## src/rtl/pipe5_pkg.sv

```systemverilog
package pipe5_pkg;
  localparam int ILEN = 16;
  localparam int RIDX = 4;
  localparam int TGTW = 8;

  typedef enum logic [3:0] {
    OP_NOP = 4'h0,
    OP_ADD = 4'h1,
    OP_SUB = 4'h2,
    OP_JZ  = 4'h3,
    OP_JMP = 4'h4
  } op_e;

  typedef struct packed {
    op_e             op;
    logic [RIDX-1:0] rd;
    logic [RIDX-1:0] rs1;
    logic [RIDX-1:0] rs2;
    logic [TGTW-1:0] tgt;
  } dec_t;

  localparam dec_t DEC_NOP = dec_t'('0);

  function automatic logic writes_reg(op_e op, logic [RIDX-1:0] rd);
    return ((op == OP_ADD) || (op == OP_SUB)) && (rd != '0);
  endfunction
endpackage

```

## src/rtl/pipe5_imem.sv

```systemverilog
module pipe5_imem #(
  parameter int AW = 8,
  parameter int IW = 16
) (
  input  logic          clk,
  input  logic          we,
  input  logic [AW-1:0] waddr,
  input  logic [IW-1:0] wdata,
  input  logic [AW-1:0] raddr,
  output logic [IW-1:0] rdata
);
  localparam int DEPTH = 1 << AW;

  logic [IW-1:0] mem [DEPTH];

  always_ff @(posedge clk) begin
    if (we) mem[waddr] <= wdata;
    rdata <= mem[raddr];
  end
endmodule

```

## src/rtl/pipe5_regfile.sv

```systemverilog
module pipe5_regfile #(
  parameter int DW    = 8,
  parameter int NREG  = 16,
  parameter int NRD   = 2,
  localparam int XW   = $clog2(NREG)
) (
  input  logic                    clk,
  input  logic                    we,
  input  logic [XW-1:0]           waddr,
  input  logic [DW-1:0]           wdata,
  input  logic [NRD-1:0][XW-1:0]  raddr,
  output logic [NRD-1:0][DW-1:0]  rdata
);
  logic [DW-1:0] bank [NREG];

  always_ff @(posedge clk) begin
    if (we && (waddr != '0)) bank[waddr] <= wdata;
  end

  for (genvar p = 0; p < NRD; p++) begin : g_rd
    assign rdata[p] = (raddr[p] == '0) ? '0 : bank[raddr[p]];
  end
endmodule

```

## src/rtl/pipe5_decode.sv

```systemverilog
module pipe5_decode
  import pipe5_pkg::*;
(
  input  logic            valid,
  input  logic [ILEN-1:0] instr,
  output dec_t            dec
);
  always_comb begin
    dec = DEC_NOP;
    if (valid) begin
      unique case (instr[15:12])
        4'h1, 4'h2: begin
          dec.op  = (instr[15:12] == 4'h1) ? OP_ADD : OP_SUB;
          dec.rd  = instr[11:8];
          dec.rs1 = instr[7:4];
          dec.rs2 = instr[3:0];
        end
        4'h3, 4'h4: begin
          dec.op  = (instr[15:12] == 4'h3) ? OP_JZ : OP_JMP;
          dec.tgt = instr[TGTW-1:0];
        end
        default: dec = DEC_NOP;
      endcase
    end
  end
endmodule

```

## src/rtl/pipe5_alu.sv

```systemverilog
module pipe5_alu
  import pipe5_pkg::*;
#(
  parameter int DW = 8
) (
  input  op_e           op,
  input  logic [DW-1:0] a,
  input  logic [DW-1:0] b,
  output logic [DW-1:0] y,
  output logic          arith
);
  assign arith = (op == OP_ADD) || (op == OP_SUB);
  assign y     = (op == OP_SUB) ? (a - b) : (a + b);
endmodule

```

## src/rtl/pipe5_core.sv

```systemverilog
module pipe5_core
  import pipe5_pkg::*;
#(
  parameter int DW = 8,
  parameter int AW = 8
) (
  input  logic            clk,
  input  logic            rst,
  input  logic            imem_we,
  input  logic [AW-1:0]   imem_addr,
  input  logic [ILEN-1:0] imem_data,
  input  logic            rf_init_we,
  input  logic [RIDX-1:0] rf_init_addr,
  input  logic [DW-1:0]   rf_init_data,
  output logic            ret_valid,
  output logic [RIDX-1:0] ret_rd,
  output logic [DW-1:0]   ret_data
);
  localparam int NSRC = 2;
  localparam int NREG = 1 << RIDX;

  // fetch
  logic [AW-1:0]   pc_q;
  logic            fd_valid_q;
  logic [ILEN-1:0] fd_instr;

  // decode -> operand read
  dec_t            id_dec;
  dec_t            de_q;
  logic [NSRC-1:0] de_fex_q, de_fwb_q;
  logic [NSRC-1:0] id_fex, id_fwb;
  logic [NSRC-1:0][RIDX-1:0] id_src, rr_src;

  // operand read -> execute
  op_e                     re_op_q;
  logic [RIDX-1:0]         re_rd_q;
  logic [TGTW-1:0]         re_tgt_q;
  logic [NSRC-1:0][DW-1:0] re_opnd_q;
  logic [NSRC-1:0][DW-1:0] rf_rdata, rr_opnd;

  // execute -> write-back
  logic            xw_we_q;
  logic [RIDX-1:0] xw_rd_q;
  logic [DW-1:0]   xw_data_q;
  logic            z_q;

  logic [DW-1:0]   alu_y;
  logic            alu_arith;
  logic            br_taken;

  logic            rf_we;
  logic [RIDX-1:0] rf_waddr;
  logic [DW-1:0]   rf_wdata;

  pipe5_imem #(.AW(AW), .IW(ILEN)) u_imem (
    .clk   (clk),
    .we    (imem_we),
    .waddr (imem_addr),
    .wdata (imem_data),
    .raddr (pc_q),
    .rdata (fd_instr)
  );

  pipe5_decode u_dec (
    .valid (fd_valid_q),
    .instr (fd_instr),
    .dec   (id_dec)
  );

  // dependence compare right after decode, against the two older slots
  assign id_src = {id_dec.rs2, id_dec.rs1};
  assign rr_src = {de_q.rs2, de_q.rs1};

  for (genvar p = 0; p < NSRC; p++) begin : g_haz
    assign id_fex[p] = writes_reg(de_q.op, de_q.rd) && (id_src[p] == de_q.rd);
    assign id_fwb[p] = writes_reg(re_op_q, re_rd_q) && (id_src[p] == re_rd_q);
    assign rr_opnd[p] = de_fex_q[p] ? alu_y :
                        de_fwb_q[p] ? xw_data_q : rf_rdata[p];
  end

  assign rf_we    = rst ? rf_init_we   : xw_we_q;
  assign rf_waddr = rst ? rf_init_addr : xw_rd_q;
  assign rf_wdata = rst ? rf_init_data : xw_data_q;

  pipe5_regfile #(.DW(DW), .NREG(NREG), .NRD(NSRC)) u_rf (
    .clk   (clk),
    .we    (rf_we),
    .waddr (rf_waddr),
    .wdata (rf_wdata),
    .raddr (rr_src),
    .rdata (rf_rdata)
  );

  pipe5_alu #(.DW(DW)) u_alu (
    .op    (re_op_q),
    .a     (re_opnd_q[0]),
    .b     (re_opnd_q[1]),
    .y     (alu_y),
    .arith (alu_arith)
  );

  assign br_taken = (re_op_q == OP_JMP) || ((re_op_q == OP_JZ) && z_q);

  always_ff @(posedge clk) begin
    if (rst) begin
      pc_q       <= '0;
      fd_valid_q <= 1'b0;
      de_q       <= DEC_NOP;
      de_fex_q   <= '0;
      de_fwb_q   <= '0;
      re_op_q    <= OP_NOP;
      re_rd_q    <= '0;
      re_tgt_q   <= '0;
      re_opnd_q  <= '0;
      xw_we_q    <= 1'b0;
      xw_rd_q    <= '0;
      xw_data_q  <= '0;
      z_q        <= 1'b0;
    end else begin
      xw_we_q   <= alu_arith && (re_rd_q != '0);
      xw_rd_q   <= re_rd_q;
      xw_data_q <= alu_y;
      if (alu_arith) z_q <= (alu_y == '0);
      re_opnd_q <= rr_opnd;
      re_tgt_q  <= de_q.tgt;
      if (br_taken) begin
        pc_q       <= re_tgt_q[AW-1:0];
        fd_valid_q <= 1'b0;
        de_q       <= DEC_NOP;
        de_fex_q   <= '0;
        de_fwb_q   <= '0;
        re_op_q    <= OP_NOP;
        re_rd_q    <= '0;
      end else begin
        pc_q       <= pc_q + 1'b1;
        fd_valid_q <= 1'b1;
        de_q       <= id_dec;
        de_fex_q   <= id_fex;
        de_fwb_q   <= id_fwb;
        re_op_q    <= de_q.op;
        re_rd_q    <= de_q.rd;
      end
    end
  end

  assign ret_valid = xw_we_q;
  assign ret_rd    = xw_rd_q;
  assign ret_data  = xw_data_q;
endmodule

```

## config.mk

```make
export PLATFORM = sky130hd
export DESIGN_NAME = pipe5_core
export DESIGN_NICKNAME = d
export VERILOG_FILES = /design/src/rtl/pipe5_pkg.sv /design/src/rtl/pipe5_imem.sv /design/src/rtl/pipe5_regfile.sv /design/src/rtl/pipe5_decode.sv /design/src/rtl/pipe5_alu.sv /design/src/rtl/pipe5_core.sv
export SDC_FILE = /design/constraint.sdc
export NUM_CORES = 2
export LEC_CHECK = 0
export BUFFER_PORTS_ARGS = -buffer_cell sky130_fd_sc_hd__buf_2
export CORE_AREA = 5 5 811 813
export DETAILED_ROUTE_END_ITERATION = 6
export DIE_AREA = 0 0 816 818
export SLEW_MARGIN = 10
export SYNTH_ARGS = -nofsm -noshare
export SYNTH_HDL_FRONTEND = slang
export SYNTH_HIERARCHICAL = 1
export SYNTH_MEMORY_MAX_BITS = 65536
export SYNTH_SLANG_ARGS = --single-unit
```

## constraint.sdc

```tcl
create_clock -name clk -period 2.8 [get_ports clk]
set_clock_uncertainty 0.2 [all_clocks]
set_input_delay 0.14 -clock clk [delete_from_list [all_inputs] [get_ports clk]]
set_output_delay 0.14 -clock clk [all_outputs]
set_load 0.005 [all_outputs]
```

== Yosys cells after proc, flatten, opt, wreduce, memory -nomap -nowiden ==
Memories as Yosys holds them, arrays and structs flattened. A register that Yosys moved wholly into a read port is not among the register bits.
Cells that the tools add are included.
Storage, ports and cells
  memories kept: 2
  register bits: 83
  word-level logic and storage cells: 87
  memory bits (writable): 4224
Memory list
  u_imem.mem: words 256, width 16, rd ports 1, clocked after memory_dff 1, write ports 1, RTL line pipe5_imem.sv:14  | logic [IW-1:0] mem [DEPTH];
  u_rf.bank: words 16, width 8, rd ports 2, clocked after memory_dff 2, write ports 1, RTL line pipe5_regfile.sv:14  | logic [DW-1:0] bank [NREG];
Operators by class
  multiplexer cells: 24
  equality and inequality tests: 14
  bitwise logic cells: 3
  $add $sub $neg: 3
  reductions and logical operators: 23
Operator list (number)
  $mux 8: 11
  $eq 4x2->1 const B: 5
  $eq 4x4->1: 4
  $mux 16: 1
  $eq 4x1->1 const B: 3
  $mux 4: 3
  $reduce_bool 4->1: 3
  $add 8x1->8 const B: 1
  $add 8x8->8: 1
  $eq 4x3->1 const B: 2
  $logic_and 1x1->1: 8
  $logic_not 4->1: 2
  $logic_not 8->1: 1
  $reduce_or 4->1: 2
  $sub 8x8->8: 1
  $mux 1: 6
  $pmux 3 s2: 1
  $reduce_or 2->1: 3
  $logic_or 1x1->1: 3
  $mux 3: 1
  $not 1->1: 3
  $reduce_or 3->1: 1
  $mux 2: 1

== Longest topological paths before layout ==
  depth in word-level cells: 6
  depth in mapped cells: 13

== Cells and area by module ==
The synthesis kept the hierarchy.
Modules (own cells, without submodules)
  pipe5_imem: cells each 7360, times used 1, area an instance 158714.7 µm²
  pipe5_regfile: cells each 273, times used 1, area an instance 5801.8 µm²
  pipe5_core: cells each 307, times used 1, area an instance 3131.8 µm²
  pipe5_alu: cells each 59, times used 1, area an instance 459.2 µm²
  pipe5_decode: cells each 43, times used 1, area an instance 330.3 µm²

== Least setup slack after synthesis ==
No wires, ideal clock.
  kind: register -> register
  start: register re_op_q[0]
  end: register z_q
  cell stages (with the launch flop): 12
  required time: 2.529 ns
  arrival: 2.590 ns
  setup time: 0.071 ns
  path slack: -0.061 ns
  buffers on the path: 0
  path through: dfxtp_1 nor4b_4 mux2i_1 fa_1 a21o_1 a21oi_1 o21bai_1 a21oi_1 xnor2_1 nor4_1 nand3_1 a21oi_1
Between the ends
  longest elaborated chain between the ends: 3
RTL lines
  start: declaration: RTL line pipe5_core.sv:35  | op_e re_op_q;
  start signal: assignment: RTL line pipe5_core.sv:140  | re_op_q <= de_q.op;
  $eq 4x2->1: RTL line pipe5_alu.sv:13  | assign y = (op == OP_SUB) ? (a - b) : (a + b);
  $mux 8: RTL line pipe5_alu.sv:13
  named net alu_y[6]: RTL line pipe5_core.sv:47  | logic [DW-1:0] alu_y;
  $logic_not 8->1: RTL line pipe5_core.sv:123  | if (alu_arith) z_q <= (alu_y == '0);
  end signal: assignment: RTL line pipe5_core.sv:123
  end: declaration: RTL line pipe5_core.sv:45  | logic z_q;
The timed path passes the listed nets, and every way through them passes these cells.
A chain may end at the register's enable or synchronous reset.

==> impl_metrics.tcl <==
set metrics [dict create \
    worstSetupPathType "flop to flop" \
    grt_start_max_net_pins 104 \
    final.setup.tns_ns -8.47 \
    die_h_um 818 \
    relSlewSlack_pct 27.6 \
    rsz0062_at_grt "true" \
    worstPathRequired_ns 3.50 \
    viasPerCell 4.81 \
    die_w_um 816 \
    clockRootBuffer "clkbuf_16" \
    cp.arrival_ns 4.10 \
    synth_top_family_by_area "multiplexers" \
    crit_path_max_fanout 9 \
    p_leak_nw 64.0 \
    syn2layout_area_growth_pct 21.4 \
    drv_cap 0 \
    path_clk_slew_ns 0.06 \
    vias 87782 \
    dr.first_iter.drc_count 10553 \
    route.met2.wl_um 225000 \
    hold_viol 4 \
    ys_seq_elements 4316 \
    overflow 0 \
    m1WireLength_um 194000 \
    setup_violations 19 \
    ys_warn_count 6 \
    yosys.area_share.simple_pct 2.15 \
    netlist_area_um2 168000 \
    drtPass1Iterations 6 \
    postPlaceCellArea_um2 188000 \
    synthMuxAreaShare_pct 15.8 \
    slew_viol_final 0 \
    drive_gt1_share_pct 31.8 \
    cts_tree "done" \
    grt_pass1_vias 86452 \
    start_kind "flop" \
    place_ws_ns -1.46 \
    synth_xor_area_share_pct 0.203 \
    power_mw 140 \
    whs_ns -0.0205 \
    synth-adder-area-share_pct 0.0787 \
    antenna_found_initial 18 \
    max_stage_delay_ns 0.51 \
    ios 53 \
    synthesis.nets 8092 \
    worst_pin_slew_ns 1.08 \
    final_antenna_net_count 0 \
    synth_seq_area_share_pct 76.4 \
    core-area_um2 649000 \
    clock_path_buffers 4 \
    synth_edf_count 4217 \
    maxUsedRoutingLayer "met5" \
    drcViolationCount 0 \
    peakVddDrop_mv 0.554 \
    hold_path.class "input port to flop" \
    async_reset_ff_share_pct 0 \
    worst_slack_ns -0.607 \
    period_share_pct 122 \
    htreeDepth 5 \
    start_util_pct 26.0 \
    violations "hold timing, setup timing" \
    post_drt_wl_per_cell_um 25.9 \
    dp_hpwl_um 293000 \
    synth_cells 8042 \
    die-area_um2 667000 \
    cts_num_sinks 4316 \
    postLayoutCellArea_um2 205000 \
    crit_path_end_kind "flop" \
    period_minus_slack_ns 3.41 \
    portBuffers 52 \
    clk-insertion-delay-late_ns 1.10 \
    numCtsBuffers 427 \
    power.density_nw_per_um2 686 \
    wl_met3_um 36900 \
    cp_slowest_cell "mux4_2" \
    worst-path-buf-inv 5 \
    routabilityCongestion 0.872 \
    synth_compound_area_share_pct 3.62 \
    avgSynthCellArea_um2 20.9 \
    fmax_ghz 0.294 \
    grt.total_usage_pct 13.6 \
    synth_cell_type_count 74 \
    status "complete, but fails checks" \
    wl_um 473000 \
    grt_pass1_wl_um 667000 \
    worstPathCellList "buf_12 > buf_12 > buf_16 > mux4_2 > mux2_2 > a22oi_2 > buf_4 > nand2_2 > o32ai_4 > buf_4 > nor4_2" \
    rows 296 \
    critPathTopFamily "multiplexers" \
    final_nets 9304 \
    ys.flop_type "edfxtp_1" \
]
[registers in the layout (all words and copies together), names as in the netlist, 2 cells and up]
signal        flops
re_rd_q           4
re_op_q           4
ret_rd            4
re_opnd_q        16
de_fex_q          2
u_imem/mem     4096
de_fwb_q          2
u_rf/bank       121
de_q             24
pc_q              8
ret_data          8
re_tgt_q          8
u_imem/rdata     16
[path summary, 6_finish.rpt]
kind | start | to | slack [ns] | depth (start not counted)
hold reg to reg | de_q[3] | re_tgt_q[3] | 0.23 | 1
hold / removal | imem_data[14] | u_imem/mem[254][14] | -0.02 | 2
setup / recovery | pc_q[0] | u_imem/rdata[1] | -0.61 | 11
setup reg to reg | pc_q[0] | u_imem/rdata[1] | -0.61 | 11
[routing by layer]
| metal | vias up | global-route usage (%) |
|---|---|---|
| li1 | 36399 | - |
| met2 | 3822 | 22.1 |
| met4 | 10 | 4.44 |
| met3 | 705 | 2.05 |
| met1 | 46846 | 18.7 |
| met5 | - | 0 |
[area by class of cell]
type | count | area, µm²
clock inverters | 243 | 2470
inverters | 13 | 61.3
multi-input cells | 3214 | 38200
fillers | 61630 | 444000
flip-flops and latches | 4316 | 129000
repair buffers | 1282 | 13100
diodes | 9 | 22.5
well taps | 8642 | 10800
clock buffers | 538 | 11200
[report_power, final]
group          internal (mW)  total (mW)  switching [mW]  leakage (nW)
Sequential              71.2        71.4           0.242          38.7
Clock                   31.8        56.6            24.8          6.67
Combinational           5.49        12.4            6.87          18.7
Total                    108         140            32.0          64.0
[worst register-to-register path: stages, from the launching register on]
cell	delay (ns)
dfxtp_4	0.39
buf_12	0.15
buf_12	0.14
buf_16	0.15
mux4_2	0.52
mux2_2	0.33
a22oi_2	0.42
buf_4	0.20
nand2_2	0.09
o32ai_4	0.40
buf_4	0.20
nor4_2	0.05
[per-stage QoR]
step | cells | util (%)
global placement | 17319 | 28.9
floorplan | 8042 | -
detailed placement | 17319 | 28.9
finish | 18257 | 31.5
global route | 18251 | 31.5
CTS | 18216 | 31.4
[cells in the mapped netlist, drive strengths merged (99+ instances only)]
library cell | count | area share [%]
a21oi | 209 | 0.62
buf | 252 | 1.2
clkbuf | 247 | 0.55
dfxtp | 99 | 1.2
edfxtp | 4217 | 75
mux2 | 116 | 0.78
mux2i | 585 | 3.5
mux4 | 859 | 12
nor2 | 371 | 0.83
nor3 | 102 | 0.30
o221ai | 253 | 1.3
o22ai | 148 | 0.55
[kinds of logic (layout without fill, tap and decap cells)]
kind of cell,Yosys count,after routing
DFF,4316,4316
muxes,1560,1560
AOI/OAI and AO/OA,852,852
and+or+nand+nor,751,751
buffers and inverters,512,2076
xor gates and xnor gates,39,39
adders and majority gates,10,10
other,2,11
[cells in the final DEF (no fill, tap or decap), drive strengths merged, types with 42 or more instances in the layout]
cell type,synthesis,routed
mux2i,585,585
o22ai,148,148
dfxtp,99,99
nor2,371,371
clkbuf,247,544
and3,44,44
edfxtp,4217,4217
clkinv,0,177
nand2,42,42
nand3,46,46
mux2,116,116
a22o,46,46
a21oi,209,209
a22oi,44,44
o221ai,253,253
buf,252,1215
nor3,102,102
mux4,859,859
dlygate4sd3,0,58
[timing repair]
item | CTS | global route
gates cloned | 15 | 6
buffers inserted | 41 | 34
pin swaps | 41 | 34
hold endpoints to repair | 6670 | 0
hold buffers | 64 | 0
gates resized for setup | 185 | 87
endpoints found under the setup margin | 20 | 274
Power figures use the tool's default switching activity.
